$ cat config.mk
export PLATFORM = sky130hd
export DESIGN_NAME = bts_seq
export DESIGN_NICKNAME = d
export VERILOG_FILES = /design/src/rtl/bts_pkg.sv /design/src/rtl/bts_bound.sv /design/src/rtl/bts_cnt.sv /design/src/rtl/bts_decode.sv /design/src/rtl/bts_seq.sv
export SDC_FILE = /design/constraint.sdc
export NUM_CORES = 1
export LEC_CHECK = 0
export ABC_AREA = 0
export BUFFER_PORTS_ARGS = -buffer_cell sky130_fd_sc_hd__buf_2
export CORE_MARGIN = 3
export CORE_UTILIZATION = 61
export CTS_BUF_LIST = sky130_fd_sc_hd__clkbuf_8 sky130_fd_sc_hd__clkbuf_16
export CTS_CLUSTER_SIZE = 25
export DETAILED_ROUTE_END_ITERATION = 12
export PLACE_DENSITY = 0.82
export SLEW_MARGIN = 20
export SYNTH_ARGS = -nofsm -noshare
export SYNTH_HDL_FRONTEND = slang
export SYNTH_SLANG_ARGS = --single-unit
export TNS_END_PERCENT = 20
$ cat constraint.sdc
create_clock -name clk -period 11.1 [get_ports clk]
set_input_delay 3.33 -clock clk [delete_from_list [all_inputs] [get_ports clk]]
set_output_delay 3.33 -clock clk [all_outputs]
set_load 0.01 [all_outputs]
$ cat src/rtl/bts_pkg.sv
package bts_pkg;
  // Width of every bit-index quantity; must cover 4 lengths plus parity bits.
  parameter int CNT_W = 11;
  typedef logic [CNT_W-1:0] bcnt_t;

  // Burst boundaries, all in bit index k from the first counted tick.
  typedef struct packed {
    bcnt_t pre_s;   // preamble start (G)
    bcnt_t dat_s;   // user data start (G+P)
    bcnt_t dat_e;   // first bit after user data
    bcnt_t de_s;    // data-enable rise
    bcnt_t par_e;   // first bit after parity
    bcnt_t tot;     // burst length N
  } bnd_t;
endpackage

$ cat src/rtl/bts_bound.sv
module bts_bound
  import bts_pkg::*;
#(
  parameter int LEN_W  = 8,
  parameter int T_W    = 4,
  parameter int DE_DLY = 8
) (
  input  logic             clk,
  input  logic             rst,
  input  logic             accept,
  input  logic             busy,
  input  logic [LEN_W-1:0] guard_len,
  input  logic [LEN_W-1:0] pre_len,
  input  logic [LEN_W-1:0] data_len,
  input  logic [LEN_W-1:0] tail_len,
  input  logic [T_W-1:0]   par_words,
  input  logic             par_on,
  output bnd_t             bnd
);
  // 2T bytes of 8 bits = 16*T bits
  localparam int PAR_SH = 4;

  bcnt_t g, p, d, h, q;
  bnd_t  nxt;

  always_comb begin
    g = bcnt_t'(guard_len);
    p = bcnt_t'(pre_len);
    d = bcnt_t'(data_len);
    h = bcnt_t'(tail_len);
    q = par_on ? (bcnt_t'(par_words) << PAR_SH) : '0;
    nxt.pre_s = g;
    nxt.dat_s = g + p;
    nxt.dat_e = g + p + d;
    nxt.de_s  = par_on ? g + bcnt_t'(DE_DLY) : g;
    nxt.par_e = g + p + d + q;
    nxt.tot   = g + p + d + q + h;
  end

  always_ff @(posedge clk) begin
    if (rst)         bnd <= '0;
    else if (accept) bnd <= nxt;
  end


  bnd_frozen_chk: assert property (@(posedge clk) disable iff (rst)
    $past(busy) |-> $stable(bnd));
endmodule

$ cat src/rtl/bts_cnt.sv
module bts_cnt
  import bts_pkg::*;
#(
  parameter int SYM_BITS = 2
) (
  input  logic  clk,
  input  logic  rst,
  input  logic  bit_tick,
  input  logic  start,
  input  bcnt_t tot,
  output logic  busy,
  output bcnt_t k,
  output logic  accept,
  output logic  step,
  output logic  fin,
  output logic  sym_zero
);
  localparam int SYM_W = (SYM_BITS > 1) ? $clog2(SYM_BITS) : 1;
  localparam logic [SYM_W-1:0] SYM_LAST = SYM_W'(SYM_BITS - 1);

  logic [SYM_W-1:0] sym_cnt;
  logic             at_end;

  assign at_end   = (k == tot);
  assign accept   = bit_tick & start & ~busy;
  assign fin      = bit_tick & busy & at_end;
  assign step     = bit_tick & busy & ~at_end;
  assign sym_zero = (sym_cnt == '0);

  always_ff @(posedge clk) begin
    if (rst) begin
      busy    <= 1'b0;
      k       <= '0;
      sym_cnt <= '0;
    end else if (accept) begin
      busy    <= 1'b1;
      k       <= '0;
      sym_cnt <= '0;
    end else if (fin) begin
      busy    <= 1'b0;
    end else if (step) begin
      k       <= k + 1'b1;
      sym_cnt <= (sym_cnt == SYM_LAST) ? '0 : sym_cnt + 1'b1;
    end
  end


  busy_rise_chk: assert property (@(posedge clk) disable iff (rst)
    $rose(busy) |-> $past(start && bit_tick));
endmodule

$ cat src/rtl/bts_decode.sv
module bts_decode
  import bts_pkg::*;
(
  input  logic  clk,
  input  logic  rst,
  input  logic  bit_tick,
  input  logic  step,
  input  logic  fin,
  input  bcnt_t k,
  input  bnd_t  bnd,
  input  logic  sym_zero,
  output logic  dfe_on,
  output logic  rse_on,
  output logic  scr_on,
  output logic  dout_en,
  output logic  sym_strobe
);
  bcnt_t k1;
  assign k1 = k + 1'b1;

  always_ff @(posedge clk) begin
    if (rst || fin) begin
      dfe_on     <= 1'b0;
      rse_on     <= 1'b0;
      scr_on     <= 1'b0;
      dout_en    <= 1'b0;
      sym_strobe <= 1'b0;
    end else begin
      sym_strobe <= step & sym_zero;
      if (step) begin
        dfe_on  <= (k >= bnd.pre_s) && (k < bnd.dat_e);
        rse_on  <= (k >= bnd.dat_s) && (k1 < bnd.dat_e);
        scr_on  <= (k >= bnd.dat_s) && (k < bnd.dat_e);
        dout_en <= (k >= bnd.de_s) && (k < bnd.par_e);
      end
    end
  end


  tick_only_chk: assert property (@(posedge clk) disable iff (rst)
    !$past(bit_tick) |-> $stable({dfe_on, rse_on, scr_on, dout_en}));

  rse_in_scr_chk: assert property (@(posedge clk) disable iff (rst)
    rse_on |-> scr_on);

  strobe_short_chk: assert property (@(posedge clk) disable iff (rst)
    sym_strobe |=> !sym_strobe || $past(bit_tick));
endmodule

$ cat src/rtl/bts_seq.sv
module bts_seq
  import bts_pkg::*;
#(
  parameter int LEN_W    = 8,
  parameter int T_W      = 4,
  parameter int SYM_BITS = 2,
  parameter int DE_DLY   = 8
) (
  input  logic             clk,
  input  logic             rst,
  input  logic             bit_tick,
  input  logic             start,
  input  logic [LEN_W-1:0] guard_len,
  input  logic [LEN_W-1:0] pre_len,
  input  logic [LEN_W-1:0] data_len,
  input  logic [LEN_W-1:0] tail_len,
  input  logic [T_W-1:0]   par_words,
  input  logic             par_on,
  output logic             dfe_on,
  output logic             rse_on,
  output logic             scr_on,
  output logic             dout_en,
  output logic             sym_strobe,
  output logic             busy
);
  initial assert (LEN_W + 3 <= CNT_W && T_W + 5 <= CNT_W)
    else $error("bts_seq: bit index too narrow for lengths");

  bnd_t  bnd;
  bcnt_t k;
  logic  accept, step, fin, sym_zero;

  bts_bound #(.LEN_W(LEN_W), .T_W(T_W), .DE_DLY(DE_DLY)) u_bound (
    .clk(clk), .rst(rst), .accept(accept), .busy(busy),
    .guard_len(guard_len), .pre_len(pre_len), .data_len(data_len),
    .tail_len(tail_len), .par_words(par_words), .par_on(par_on), .bnd(bnd)
  );

  bts_cnt #(.SYM_BITS(SYM_BITS)) u_cnt (
    .clk(clk), .rst(rst), .bit_tick(bit_tick), .start(start), .tot(bnd.tot),
    .busy(busy), .k(k), .accept(accept), .step(step), .fin(fin),
    .sym_zero(sym_zero)
  );

  bts_decode u_dec (
    .clk(clk), .rst(rst), .bit_tick(bit_tick), .step(step), .fin(fin),
    .k(k), .bnd(bnd), .sym_zero(sym_zero), .dfe_on(dfe_on), .rse_on(rse_on),
    .scr_on(scr_on), .dout_en(dout_en), .sym_strobe(sym_strobe)
  );


  dfe_busy_chk: assert property (@(posedge clk) disable iff (rst)
    (dfe_on || dout_en || sym_strobe) |-> busy);
endmodule

# --- Yosys cells after proc, flatten, opt, wreduce, memory -nomap -nowiden ---
# Cells that the tools add are included.
word_totals:
  latchBits: 0
  rom_bits: 0
  elab_cells: 51
  ramBits: 0
  n_memories: 0
  ff_bits: 81
  out_inout_bits: 6
  in_bits: 41
classes:
  div: 0
  n_mul: 0
  n_reduce_logical: 8
  muxes: 5
  bitwise_logic: 10
  n_lt_le_gt_ge: 6
  shift: 0
  addsub: 7
  n_eq_ne: 1
op_table:
  columns: ["operator", "count"]
  rows:
  - ["11-bit < comparator", 3]
  - ["11-bit by 8-bit adder with 11-bit output", 2]
  - ["11-bit greater-or-equal comparator", 2]
  - ["11-bit by 1-bit adder with 11-bit output, second input constant", 1]
  - ["11-bit adder", 1]
  - ["11-bit == test", 1]
  - ["11-bit by 8-bit greater-or-equal comparator with 1-bit output", 1]
  - ["11-bit 2-to-1 mux", 1]
  - ["8-bit by 4-bit adder with 9-bit output, second input constant", 1]
  - ["8-bit by 8-bit adder with 9-bit output", 1]
  - ["8-bit 2-to-1 mux", 1]
  - ["1-bit bitwise AND", 6]
  - ["1-bit logical AND", 4]
  - ["1-bit NOT", 4]
  - ["1-bit 2-to-1 mux", 3]
  - ["2-bit AND reduction", 1]
  - ["2-bit nonzero test", 1]
  - ["2-bit OR reduction", 1]
  - ["1-bit adder, second input constant", 1]
  - ["1-bit logical OR", 1]

# --- Depth between registers and ports, before layout ---
depth:
  ltp_word: 4
  mapped_depth: 21

# --- By module ---
# A second synthesis with hierarchy kept.
unflattened:
  hier_cells: 691
  hier_area_um2: 5890.6
modules_own_cells:
  columns: ["module", "cells_each", "instances", "area_each_um2"]
  rows:
  - ["bts_bound", 357, 1, 3293.2]
  - ["bts_decode", 241, 1, 1846.8]
  - ["bts_cnt", 93, 1, 750.7]

# --- Worst setup path before layout ---
# No wires, ideal clock.
synth_path:
  kind: "input port to flip-flop"
  from: "input port guard_len[0]"
  to: "register u_bound.bnd[9] (netlist name)"
  setup_ns: 0.063
  arrival_ns: 6.987
  n_path_buf: 0
  setup_slack_ns: 4.050
  stages: 19
  path_cell_list: "ha_1 -> fa_1 -> a21oi_2 -> nor2_2 -> nor2_1 -> xnor2_1 -> ha_1 -> o21a_1 -> a22oi_1 -> inv_1 -> fa_1 -> inv_1 -> ha_1 -> o21a_1 -> o31ai_1 -> nand2b_1 -> a31oi_1 -> or3b_1 -> nand3b_1"
synth_rtl:
  columns: ["item", "line_no", "rtl"]
  rows:
  - ["start, declared", "bts_seq.sv:13", "input logic [LEN_W-1:0] guard_len,"]

==> results.py <==
metrics = {
    "outcome": {
        "outcome": "finished, final reports clean",
    },
    "critical_path": {
        "critPathMaxStageDelay_ns": 0.43,
        "critical_path_slowest_stage_cell": "sky130_fd_sc_hd__fa_1",
        "crit_top_cell": "sky130_fd_sc_hd__ha_1",
        "timing.critical_path.required_ns": 11.40,
        "worst_setup_path_start_kind": "input port",
        "r2r_cells": 10,
        "worstReg2RegStart": "u_cnt.k[2]",
        "ff2ff_setup_slack_ns": 8.37,
        "critical_path_peak_fanout": 4,
        "crit_path_start": "guard_len[0]",
        "crit_end_category": "flop",
        "timing.critical_path.arrival_ns": 7.56,
        "critical_path_class": "input port to flop",
        "terminus_of_the_critical_flop_to_flop_path": "u_dec.rse_on",
        "timing.critical_path.cells": "buf_2 > ha_1 > fa_1 > a21oi_2 > nor2_2 > nor2_1 > xnor2_1 > ha_1 > o21a_1 > a22oi_1 > ha_1 > a21o_1 > a21oi_1 > xnor2_1 > ha_1 > a21o_1 > a31oi_1 > or3b_1 > nand3b_1",
    },
    "synth": {
        "yosysWarningCount": 0,
        "synth_top_cells_by_area": "sky130_fd_sc_hd__dfxtp_1, sky130_fd_sc_hd__ha_1, sky130_fd_sc_hd__nand2_1",
        "synthFlopType": "sky130_fd_sc_hd__dfxtp_1",
        "yosysTopAreaCellShare_pct": 27.0,
        "synth_simple_gate_area_share_pct": 16.4,
        "sequential_element_share_of_the_synthesized_area_pct": 27.0,
        "synth_seq_cells": 69,
        "synth.largest_area_cell": "sky130_fd_sc_hd__dfxtp_1",
        "synth_compound_area_share_pct": 19.4,
        "gate_count_post_synth": 636,
        "postSynthNetCount": 761,
        "synthArstFlopShare_pct": 0,
        "synth-edff-count": 0,
        "syn_area_per_cell_um2": 8.03,
        "netlist-cell-type-count": 52,
        "share_of_cell_area_taken_by_muxes_after_synthesis_pct": 0.392,
        "synth-adder-area-share_pct": 21.2,
        "synth_top_family_by_area": "adder cells",
        "xor_xnor_portion_of_the_synthesized_cell_area_pct": 9.72,
        "netlist_area_um2": 5110,
    },
    "timing": {
        "final-hold-violation-count": 0,
        "period_utilization_pct": 65.4,
        "worst_pin_slew_ns": 0.982,
        "timing.clock.skew_ns": 0.0117,
        "timing.final.setup_violations": 0,
        "fin_crit_ns": 7.26,
        "max_clock_freq_mhz": 138,
        "tns_ns": 0,
        "timing_max_transition_violations_final": 0,
        "rsz_0062_raised_after_global_routing": "no",
        "max_slew_margin_pct": 34.5,
    },
    "detailed_routing": {
        "first_pass_iters": 5,
        "avgViaCountPerCell": 5.85,
        "routed_wire_length_mm": 12.4,
        "routedWlPerCell_um": 16.0,
        "routed-via-count": 4535,
        "initialDrtViolationCount": 271,
        "number_of_antenna_violating_nets_in_the_routed_design": 0,
        "drc": 0,
    },
    "clock_tree": {
        "insertion_delay_ns": 0.36,
        "clockBufferDepth": 2,
        "cts.clk_slew.worst_paths_ns": 0.08,
        "post-cts-setup-buffer-count": 0,
        "hold_buffers_post_cts": 0,
        "cts_repair_resize_count": 0,
        "cts_tree": "built",
        "numCtsBuffers": 9,
        "cts-htree-levels": 3,
        "ctsRootBufferMaster": "sky130_fd_sc_hd__clkbuf_8",
        "cts_num_sinks": 69,
    },
    "floorplan": {
        "starting_utilization_of_the_core_area_pct": 64.4,
        "die_w_um": 97.5,
        "dieArea_um2": 9510,
        "placement_rows": 32,
        "core_um2": 7930,
        "ioPinCount": 47,
        "die_y_um": 97.5,
    },
    "min_path": {
        "min-delay-start": "u_cnt.sym_cnt",
        "worst_hold_path_type": "flop to flop",
        "hold-path-cell-count": 1,
        "terminating_pin_of_the_worst_hold_path": "u_dec.sym_strobe",
    },
    "grt": {
        "antenna_found_initial": 0,
        "grt_overflow_total": 0,
        "grt_first_pass_wirelength_mm": 20.8,
        "track_usage_pct": 26.5,
        "grt_start_max_net_pins": 53,
        "grt_pass1_vias": 4511,
    },
    "placed_design": {
        "detailedPlacementHpwl_mm": 9.36,
        "routabilityCongestion": 0.939,
        "placement.io_buffers": 46,
    },
    "cells_and_area": {
        "final.fill_count": 655,
        "leading_cell_type_in_the_layout_fill_and_taps_excluded": "sky130_fd_sc_hd__nand2_1",
        "diodes": 0,
        "area_growth_syn_to_layout_pct": 9.33,
        "commonest_cells_after_routing_fill_and_taps_aside": "sky130_fd_sc_hd__nand2_1, sky130_fd_sc_hd__ha_1, sky130_fd_sc_hd__dfxtp_1, sky130_fd_sc_hd__a21oi_1, sky130_fd_sc_hd__inv_1",
        "seq_area_um2": 1380,
        "final_nets": 793,
        "layout-drive-gt1-share_pct": 11.4,
        "multiInputGateArea_um2": 3430,
    },
    "pwr": {
        "post-layout-total-power_mw": 0.865,
        "irDropWorstVdd_v": 0.000137,
        "p_leak_nw": 2.50,
        "power_density_nw_per_um2": 155,
    },
    "flow_run": {
        "max-cap-violations": 0,
    },
}
flip-flops by register name (all words and copies together) (netlist names):
register,flops
u_cnt.busy,1
u_dec.scr_on,1
u_dec.dfe_on,1
u_cnt.sym_cnt,1
u_dec.sym_strobe,1
u_cnt.k,11
u_dec.rse_on,1
u_dec.dout_en,1
u_bound.bnd,51
cell families (layout without fill, tap and decap cells):
logic type / after synthesis / in the layout
AO/OA/AOI/OAI: 153 / 153
buffers and inverters: 80 / 117
XOR/XNOR: 55 / 55
AND/OR/NAND/NOR: 193 / 193
adder cells (fa/ha/maj): 84 / 84
flip-flops: 69 / 69
multiplexers: 2 / 2
layout make-up:
cell class | instances | area share, %
clock inverters | 7 | 1.37
inverters | 53 | 3.56
repair buffers | 48 | 4.39
well taps | 102 | 2.28
flip-flops and latches | 69 | 24.7
clock buffers | 9 | 2.22
multi-input cells | 487 | 61.4
per-layer routing:
layer	part of all wire (%)	vias to the layer above	track usage (%)
met1	45	2127	34.5
met3	5.2	31	3.88
met2	47	139	44.6
met5	0	-	0
li1	-	2238	-
met4	3.1	0	9.58
power by group:
part,switching [mW],leakage (nW),internal (mW),total (mW)
sequential,0.0140,0.562,0.269,0.283
combinational,0.216,1.85,0.159,0.375
clock,0.103,0.0954,0.104,0.208
total,0.333,2.50,0.531,0.865
worst max-delay path by stage:
| stage | to | slack (ns) | cells past startpoint |
|---|---|---|---|
| floorplan | u_bound.bnd[9] | 4.05 | 19 |
| global placement | u_bound.bnd[9] | 3.68 | 20 |
| detailed placement | u_bound.bnd[9] | 3.50 | 18 |
| CTS | u_bound.bnd[9] | 3.84 | 18 |
| global route | u_bound.bnd[9] | 3.49 | 18 |
| finish | u_bound.bnd[9] | 3.84 | 19 |
Yosys cell counts, drive strengths merged, types with 3 or more instances:
| cell | count |
|---|---|
| a211oi | 21 |
| a21o | 18 |
| a21oi | 61 |
| a22oi | 3 |
| and2 | 4 |
| and3 | 4 |
| buf | 3 |
| clkbuf | 24 |
| dfxtp | 69 |
| fa | 4 |
| ha | 80 |
| inv | 53 |
| nand2 | 89 |
| nand2b | 8 |
| nand3 | 7 |
| nand4 | 3 |
| nor2 | 54 |
| nor2b | 4 |
| nor3 | 8 |
| nor4 | 4 |
| o21a | 7 |
| o21ai | 19 |
| o21bai | 4 |
| or3 | 4 |
| xnor2 | 25 |
| xor2 | 30 |
worst max-delay path, delay by kind of cell:
family | cells | cell delay (ns)
xor+xnor | 2 | 0.40
fa+ha+maj | 5 | 1.61
buf+inv | 1 | 0.11
compound gates | 7 | 1.50
simple gates | 4 | 0.61
metrics by stage:
stage	util (%)	worst slack (ns)	std cells	hold WS [ns]	cell area, µm²
2_1_floorplan	-	4.05	636	0.413	5110
5_1_grt	70.5	3.49	775	0.454	5590
4_1_cts	70.5	3.84	775	0.437	5590
3_5_place_dp	67.9	3.50	759	0.425	5390
3_3_place_gp	67.9	3.68	759	0.426	5390
6_report	70.5	3.84	775	0.437	5590
(Power assumes the default switching activity.)
